--- config.mk ---
export PLATFORM = sky130hd
export DESIGN_NAME = sir_codec
export DESIGN_NICKNAME = d
export VERILOG_FILES = /design/src/rtl/sir_pkg.sv /design/src/rtl/sir_pulse_enc.sv /design/src/rtl/sir_pulse_dec.sv /design/src/rtl/sir_codec.sv
export SDC_FILE = /design/constraint.sdc
export NUM_CORES = 1
export LEC_CHECK = 0
export BUFFER_PORTS_ARGS = -buffer_cell sky130_fd_sc_hd__buf_4
export CAP_MARGIN = 20
export CORE_MARGIN = 5
export CORE_UTILIZATION = 58
export CTS_CLUSTER_SIZE = 20
export DETAILED_ROUTE_END_ITERATION = 10
export PLACE_DENSITY = 0.81
export REMOVE_ABC_BUFFERS = 1
export SKIP_LAST_GASP = 1
export SLEW_MARGIN = 20
export SYNTH_ARGS = -nofsm -noshare
export SYNTH_HDL_FRONTEND = slang
export SYNTH_SLANG_ARGS = --single-unit
--- constraint.sdc ---
create_clock -name clk -period 4.8 [get_ports clk]
set_clock_uncertainty 0.1 [all_clocks]
set_input_delay 0.48 -clock clk [delete_from_list [all_inputs] [get_ports clk]]
set_output_delay 0.48 -clock clk [all_outputs]
set_load 0.01 [all_outputs]
--- src/rtl/sir_pkg.sv ---
package sir_pkg;

    typedef enum logic [1:0] {
        ENC_IDLE  = 2'd0,
        ENC_PULSE = 2'd1,
        ENC_GAP   = 2'd2
    } enc_state_e;

    typedef enum logic {
        DEC_IDLE = 1'b0,
        DEC_LOW  = 1'b1
    } dec_state_e;

endpackage

--- src/rtl/sir_pulse_enc.sv ---
module sir_pulse_enc
    import sir_pkg::*;
#(
    parameter int TICKS_PER_BIT   = 16,
    parameter int PULSE_TICKS     = 3,
    parameter int LP_PULSE_TICKS  = 3
) (
    input  logic clk,
    input  logic rst_n,
    input  logic active,
    input  logic lp_mode,
    input  logic bd_tick,
    input  logic lp_tick,
    input  logic tx_bit,
    output logic sir_pulse
);
    localparam int CW  = $clog2(TICKS_PER_BIT);
    localparam int LPW = $clog2(LP_PULSE_TICKS + 1);
    localparam int KW  = $clog2(TICKS_PER_BIT + 2);
    localparam logic [CW-1:0]  BIT_LAST   = CW'(TICKS_PER_BIT - 1);
    localparam logic [CW-1:0]  PULSE_LAST = CW'(PULSE_TICKS - 1);
    localparam logic [LPW-1:0] LP_LAST    = LPW'(LP_PULSE_TICKS - 1);

    enc_state_e     state_q, state_d;
    logic [CW-1:0]  bit_q, bit_d;
    logic [LPW-1:0] lp_q, lp_d;
    logic           bit_end;

    assign bit_end = bd_tick && (bit_q == BIT_LAST);

    always_ff @(posedge clk or negedge rst_n) begin
        if (!rst_n) begin
            state_q <= ENC_IDLE;
            bit_q   <= '0;
            lp_q    <= '0;
        end else begin
            state_q <= state_d;
            bit_q   <= bit_d;
            lp_q    <= lp_d;
        end
    end

    always_comb begin
        state_d = state_q;
        bit_d   = bit_q;
        lp_d    = lp_q;
        unique case (state_q)
            ENC_IDLE: begin
                if (bd_tick && !tx_bit) begin
                    state_d = ENC_PULSE;
                    bit_d   = '0;
                    lp_d    = '0;
                end
            end
            ENC_PULSE: begin
                if (bd_tick) bit_d = bit_q + 1'b1;
                if (lp_tick && (lp_q != LP_LAST)) lp_d = lp_q + 1'b1;
                if (bit_end) begin
                    bit_d   = '0;
                    lp_d    = '0;
                    state_d = tx_bit ? ENC_IDLE : ENC_PULSE;
                end else if (!lp_mode && bd_tick && (bit_q == PULSE_LAST)) begin
                    state_d = ENC_GAP;
                end else if (lp_mode && lp_tick && (lp_q == LP_LAST)) begin
                    state_d = ENC_GAP;
                end
            end
            ENC_GAP: begin
                if (bd_tick) bit_d = bit_q + 1'b1;
                if (bit_end) begin
                    bit_d   = '0;
                    lp_d    = '0;
                    state_d = tx_bit ? ENC_IDLE : ENC_PULSE;
                end
            end
            default: state_d = ENC_IDLE;
        endcase
        if (!active) begin
            state_d = ENC_IDLE;
            bit_d   = '0;
            lp_d    = '0;
        end
    end

    always_comb begin
        sir_pulse = (state_q == ENC_PULSE);
    end

    // Checker counters: ticks seen while the pulse is high
    logic [KW-1:0] chk_bd;
    logic [KW-1:0] chk_lp;
    always_ff @(posedge clk or negedge rst_n) begin
        if (!rst_n) begin
            chk_bd <= '0;
            chk_lp <= '0;
        end else if (!sir_pulse) begin
            chk_bd <= '0;
            chk_lp <= '0;
        end else begin
            if (bd_tick && (chk_bd != KW'(TICKS_PER_BIT + 1))) chk_bd <= chk_bd + 1'b1;
            if (lp_tick && (chk_lp != KW'(TICKS_PER_BIT + 1))) chk_lp <= chk_lp + 1'b1;
        end
    end

    a_r1_normal_width: assert property (@(posedge clk) disable iff (!rst_n)
        ($fell(sir_pulse) && active && !lp_mode) |-> (chk_bd == KW'(PULSE_TICKS)));

    a_r3_lowpower_width: assert property (@(posedge clk) disable iff (!rst_n)
        ($fell(sir_pulse) && active && lp_mode) |->
            ((chk_lp == KW'(LP_PULSE_TICKS)) || (chk_bd == KW'(TICKS_PER_BIT))));

    a_r2_start_on_zero: assert property (@(posedge clk) disable iff (!rst_n)
        $rose(sir_pulse) |-> ($past(bd_tick) && !$past(tx_bit)));

    a_r4_enc_quiet: assert property (@(posedge clk) disable iff (!rst_n)
        !active |=> !sir_pulse);

endmodule

--- src/rtl/sir_pulse_dec.sv ---
module sir_pulse_dec
    import sir_pkg::*;
#(
    parameter int TICKS_PER_BIT = 16,
    parameter int SYNC_STAGES   = 2
) (
    input  logic clk,
    input  logic rst_n,
    input  logic active,
    input  logic bd_tick,
    input  logic pulse_n,
    output logic dec_low
);
    localparam int CW = $clog2(TICKS_PER_BIT);
    localparam int KW = $clog2(2 * TICKS_PER_BIT + 2);
    localparam logic [CW-1:0] BIT_LAST = CW'(TICKS_PER_BIT - 1);

    logic [SYNC_STAGES:0] sh_q;
    logic                 fall;
    dec_state_e           state_q, state_d;
    logic [CW-1:0]        cnt_q, cnt_d;

    always_ff @(posedge clk or negedge rst_n) begin
        if (!rst_n) sh_q <= '1;
        else        sh_q <= {sh_q[SYNC_STAGES-1:0], pulse_n};
    end

    assign fall = sh_q[SYNC_STAGES] & ~sh_q[SYNC_STAGES-1];

    always_ff @(posedge clk or negedge rst_n) begin
        if (!rst_n) begin
            state_q <= DEC_IDLE;
            cnt_q   <= '0;
        end else begin
            state_q <= state_d;
            cnt_q   <= cnt_d;
        end
    end

    always_comb begin
        state_d = state_q;
        cnt_d   = cnt_q;
        unique case (state_q)
            DEC_IDLE: begin
                if (fall) begin
                    state_d = DEC_LOW;
                    cnt_d   = '0;
                end
            end
            DEC_LOW: begin
                if (bd_tick) cnt_d = cnt_q + 1'b1;
                if (bd_tick && (cnt_q == BIT_LAST)) begin
                    cnt_d   = '0;
                    state_d = fall ? DEC_LOW : DEC_IDLE;
                end
            end
            default: state_d = DEC_IDLE;
        endcase
        if (!active) begin
            state_d = DEC_IDLE;
            cnt_d   = '0;
        end
    end

    always_comb begin
        dec_low = (state_q == DEC_LOW);
    end

    // Checker counter: baud ticks spent low in one stretch
    logic [KW-1:0] chk_low;
    always_ff @(posedge clk or negedge rst_n) begin
        if (!rst_n)                                           chk_low <= '0;
        else if (!dec_low)                                    chk_low <= '0;
        else if (bd_tick && (chk_low != KW'(2 * TICKS_PER_BIT + 1))) chk_low <= chk_low + 1'b1;
    end

    a_r7_low_bounded: assert property (@(posedge clk) disable iff (!rst_n)
        dec_low |-> (chk_low <= KW'(2 * TICKS_PER_BIT)));

    a_r7_entry_active: assert property (@(posedge clk) disable iff (!rst_n)
        $rose(dec_low) |-> $past(active));

    a_r4_dec_quiet: assert property (@(posedge clk) disable iff (!rst_n)
        !active |=> !dec_low);

endmodule

--- src/rtl/sir_codec.sv ---
module sir_codec #(
    parameter int TICKS_PER_BIT  = 16,
    parameter int PULSE_TICKS    = 3,
    parameter int LP_PULSE_TICKS = 3,
    parameter int SYNC_STAGES    = 2
) (
    input  logic clk,
    input  logic rst_n,
    input  logic baud16_tick,
    input  logic lp_tick,
    input  logic uart_en,
    input  logic sir_en,
    input  logic lowpwr_mode,
    input  logic loop_en,
    input  logic test_ovr,
    input  logic tx_serial,
    input  logic rxd_pin,
    input  logic sir_in_n,
    output logic sir_out,
    output logic txd_pin,
    output logic rx_serial
);
    logic active;
    logic loop_sel;
    logic enc_pulse;
    logic dec_in_n;
    logic dec_low;

    assign active   = uart_en & sir_en;
    assign loop_sel = loop_en & test_ovr;

    sir_pulse_enc #(
        .TICKS_PER_BIT  (TICKS_PER_BIT),
        .PULSE_TICKS    (PULSE_TICKS),
        .LP_PULSE_TICKS (LP_PULSE_TICKS)
    ) u_enc (
        .clk       (clk),
        .rst_n     (rst_n),
        .active    (active),
        .lp_mode   (lowpwr_mode),
        .bd_tick   (baud16_tick),
        .lp_tick   (lp_tick),
        .tx_bit    (tx_serial),
        .sir_pulse (enc_pulse)
    );

    assign dec_in_n = loop_sel ? ~enc_pulse : sir_in_n;

    sir_pulse_dec #(
        .TICKS_PER_BIT (TICKS_PER_BIT),
        .SYNC_STAGES   (SYNC_STAGES)
    ) u_dec (
        .clk     (clk),
        .rst_n   (rst_n),
        .active  (active),
        .bd_tick (baud16_tick),
        .pulse_n (dec_in_n),
        .dec_low (dec_low)
    );

    assign sir_out   = enc_pulse;
    assign txd_pin   = active | tx_serial;
    assign rx_serial = active ? ~dec_low : rxd_pin;

endmodule

=== Word-level counts from Yosys, hierarchy flattened ===
Index checks and enable logic that the tools add are counted.

* Order comparisons: 0
* Shift operators: 0
* Mux-type cells: 30
* Div/mod/pow operators: 0
* Multipliers: 0
* Reductions and logical operators: 16
* Eq/ne operators: 16
* Bitwise logic cells: 7
* Add/sub/neg operators: 3

{| class="wikitable"
|+ Operators by type and width
! kind !! count
|-
| $mux W4 || 8
|-
| $mux W2 || 11
|-
| $pmux W4 S2 || 2
|-
| $ne A3 B2 Y1 const B || 4
|-
| $pmux W2 S3 || 2
|-
| $add A4 B1 Y4 const B || 2
|-
| $eq A4 B4 Y1 const B || 2
|-
| $logic_and A1 B1 Y1 || 8
|-
| $mux W1 || 6
|-
| $reduce_and A3 Y1 || 2
|-
| $ne A5 B2 Y1 const B || 1
|-
| $eq A2 B2 Y1 const B || 2
|-
| $eq A4 B2 Y1 const B || 1
|-
| $ne A4 B1 Y1 const B || 1
|-
| $ne A4 B2 Y1 const B || 1
|-
| $ne A4 B3 Y1 const B || 1
|-
| $ne A4 B4 Y1 const B || 1
|-
| $reduce_and A4 Y1 || 1
|-
| $and A1 B1 Y1 || 3
|-
| $not A1 Y1 || 3
|-
| $add A2 B1 Y2 const B || 1
|-
| $eq A2 B1 Y1 const B || 1
|-
| $logic_not A1 Y1 || 2
|-
| $logic_not A2 Y1 || 1
|-
| other kinds (5) || 5
|}

* Latch bits: 0
* Output and inout port bits: 3
* Memories: 0
* Word-level logic and storage cells: 78
* Bits in read-only memories: 0
* Memory bits (writable): 0
* Register bits after elaboration: 16
* Input port bits: 12

=== Longest topological paths before layout ===
* Depth after elaboration: 7
* Mapped depth: 6

=== Hierarchy ===
Synthesis repeated with hierarchy kept, for this count alone.

* Cells, all modules: 103
* Area total of the unflattened synthesis: 1006.0 µm²

{| class="wikitable"
|+ By module, submodules not included
! module !! area an instance (µm²) !! times used !! cells each !! sequential area each (µm²)
|-
| sir_pulse_enc || 598.1 || 1 || 67 || 200.2
|-
| sir_pulse_dec || 367.9 || 1 || 30 || 203.9
|-
| sir_codec || 40.0 || 1 || 6 || 0.0
|}

=== Least setup slack after synthesis ===
Ideal clock, no wire load.

* Path kind: reg2reg
* From: register u_enc.state_q[0]
* To: register u_enc.state_q[0]
* Cell stages (with the launch flop): 7
* Setup slack: 2.989 ns
* Arrival time: 1.586 ns
* Clock period less this slack: 1.811 ns
* Path through: dfrtp_1 inv_1 ha_1 nor4_1 nand3_1 a31oi_1 mux2_2

* Word-level cells in the longest chain between the ends: 3
* Elaborated cells on any way between the ends: 9
* Classes of those cells: eq/ne: 5; mux: 2; reduce/logical: 2

{| class="wikitable"
|+ Ends and longest elaborated chain
! item !! RTL line !! source
|-
| from (decl) || sir_pulse_enc.sv:24 || <nowiki>enc_state_e state_q, state_d;</nowiki>
|-
| from (signal assigned) || sir_pulse_enc.sv:37 || <nowiki>state_q <= state_d;</nowiki>
|-
| $eq A2 B1 Y1 (tied with other cells) || sir_pulse_enc.sv:47 || <nowiki>unique case (state_q)</nowiki>
|-
| $ne A5 B2 Y1 (no source line) (tied with other cells) || - ||
|-
| $reduce_and A3 Y1 (no source line) or $mux W2 (tied branches) || - ||
|}

Several ways; a longest one is shown, not always the timed one.
A chain may end at the register's enable or synchronous reset.

=== Worst setup path after layout ===
* From: register u_enc.state_q[0]
* To: register u_enc.state_q[1]

The elaborated chain is that of the path after synthesis.

==> metrics <==
critical path fanouts, max=5; RSZ-0062 raised after global routing=false; post-synthesis instance total=about 100; WHS=between 0.2 and 0.3 ns; Achievable Freq=between 0.5 and 0.6 GHz; total number of vias=830; critical path data required time=between 4 and 5 ns; setup TNS=0 ns; pre-CTS setup slack=approximately 2.8 ns; global-route usage over all layers=between 15 and 20%; synth unique cells=32; initial DRC count=29; pin count of the biggest net entering global routing=17; Final min period=~2 ns; Worst Path Buf+Inv=1; GRT Residual Overflow=0; first-pass GRT wire length=3.63 mm; post-layout util=around 73%; crit-path max cell delay=approximately 0.4 ns; combinational group share of total power=between 15 and 20%; post-synth top area cell=dfrtp_1; gpl congestion=slightly below 0.9; Critical Path AT=between 2 and 2.5 ns; CTS resizes=0; switching share of power=26.4%; H-Tree Level Count=1; clock sinks=16; crit path capture type=register; PwrDens=255 nW/µm²; DRC errors left=0; register area share after synthesis=~42%; Post-synth EDFFs=0; First-pass DRT Iterations=4; Synthesis Warnings=0; clock network power share=a little under a third; VDD IR-drop max=between 150 and 200 µV; final WL=1.95 mm; Final Total Pwr=~290 µW; antenna violations before repair=0; critical path depth=6; Slew @ Worst Pin=0.339 ns; Detail Route Antenna Nets=0; Slew HR=approximately 77%; CTS Hold Bufs=1; WL per Instance=between 10 and 15 µm; Seq pwr share=between 50 and 60%; Avg Vias per Cell=between 6 and 7; max cap viols=0; final worst setup slack=~2.8 ns; area grow syn2layout=17.6%; CTS Buffer Depth=2; dpl hpwl=1.55 mm; top_reg_cell synth=dfrtp_1; vias in the first global route=850; Yosys top cell area share=about a third; Post-CTS Setup Inserts=0; critical path class=reg -> reg; Core Region=between 1500 and 2000 µm²; clock tree from TritonCTS=built; status=complete, no violations; I/O pin count=15; Yosys reg bits=16; Die Y=just over 50 µm; most frequent cells in the layout=buf_4, dfrtp_1, nand2_1; Psw=about 76 µW; n_diodes=0; syn_area_per_cell=9.36 µm²; nets@finish=~140; Reg clk slew, reported paths=0.10 ns; Async SR Flop Fraction=100%; # rows=14; Post-Syn Area=955 µm²; Area contributors post-synth=dfrtp_1, ha_1, dfstp_2, nand3_1, o21ai_0; Crit-path slowest cell=dfrtp_1; Static Leak=0.546 nW; CP Launch Type=register; HP Class=reg -> reg; Inserted Clock Buffers=3; Clock Latency Late Sink=0.29 ns; Worst R2R Path Depth=6; P_int=~210 µW; crit-path cells=inv_1, ha_1, nor4_1, nand3_1, a31oi_1, mux2_2; Setup-failing EPs final=0; clk root buf=clkbuf_4; Final Hold Vio Count=0; kind of cell adding the most delay to the critical path=flip-flops; period utilization=41.1%; share of layout cells above drive strength 1=between 10% and 20%; IO Port Bufs=14; commonest non-fill, non-tap cell in the layout=buf_4; max-slew violation count=0; die area=2560 µm²; Worst Hold Path Cells=0; initial core utilization=roughly three fifths; die span in x=between 50 and 60 µm
==> metrics by stage <==
step                      std cells  area (µm²)
after floorplan                 101         951
final                           136        1120
after global placement          131        1080
after detailed placement        131        1080
after CTS                       136        1120
after global routing            136        1120
==> power by group through the flow <==
stage	Sequential [mW]	Clock (mW)	Combinational, mW
final	0.145	0.0907	0.0503
after global routing	0.146	0.0997	0.0570
after CTS	0.145	0.0928	0.0511
after detailed placement	0.148	0	0.0501
after global placement	0.148	0	0.0488
after floorplan	0.147	0	0.0291
==> final timing paths <==
check,start,endpoint,slack (ns)
worst min register to register,u_dec.sh_q[0],u_dec.sh_q[1],0.27
worst max-delay path,u_enc.state_q[0],u_enc.state_q[1],2.83
worst min-delay path,u_dec.sh_q[0],u_dec.sh_q[1],0.27
max in group asynchronous,rst_n,u_dec.sh_q[1],3.88
worst max register to register,u_enc.state_q[0],u_enc.state_q[1],2.83
min in group asynchronous,rst_n,u_dec.cnt_q[2],0.47
==> flip-flops by register name, summed over array words and instances (netlist names) <==
register,count
u_dec.sh_q,3
u_dec.cnt_q,4
u_enc.state_q,2
u_enc.bit_q,4
u_enc.lp_q,2
u_dec.dec_low,1
==> Yosys cell counts, drive strengths merged, types with 3 or more instances <==
cell type	count
nand2b	4
mux2	3
dfrtp	13
ha	8
o21ai	9
a21oi	3
inv	6
nor2	4
dfstp	3
nand3	10
nand2	12
nand4	3
==> cells by family (layout without fill, tap and decap cells) <==
| family | after synthesis | count (layout) | synth area share, % |
|---|---|---|---|
| AO/OA/AOI/OAI | 24 | 24 | 16.8 |
| adder cells (fa/ha/maj) | 8 | 8 | 10.5 |
| buffers and inverters | 7 | 25 | 2.75 |
| flip-flops | 16 | 16 | 42.3 |
| multiplexers | 4 | 4 | 4.59 |
| AND/OR/NAND/NOR | 43 | 43 | 23.1 |
==> metal layers <==
metal	track usage [%]	up-vias	wire length [µm]
li1	-	409	-
met1	22.9	397	847
met2	30.0	20	992
met3	2.66	4	82
met4	7.66	0	31
met5	0	-	0
==> area by class of cell <==
cell class	count	area [µm²]
tap	16	20.0
timing repair buffer	15	115
multi-input combinational	79	524
sequential	16	404
inverter	6	22.5
clock buffer	4	36.3
fill	130	419
Note: power is estimated with default switching activity, not from simulation.
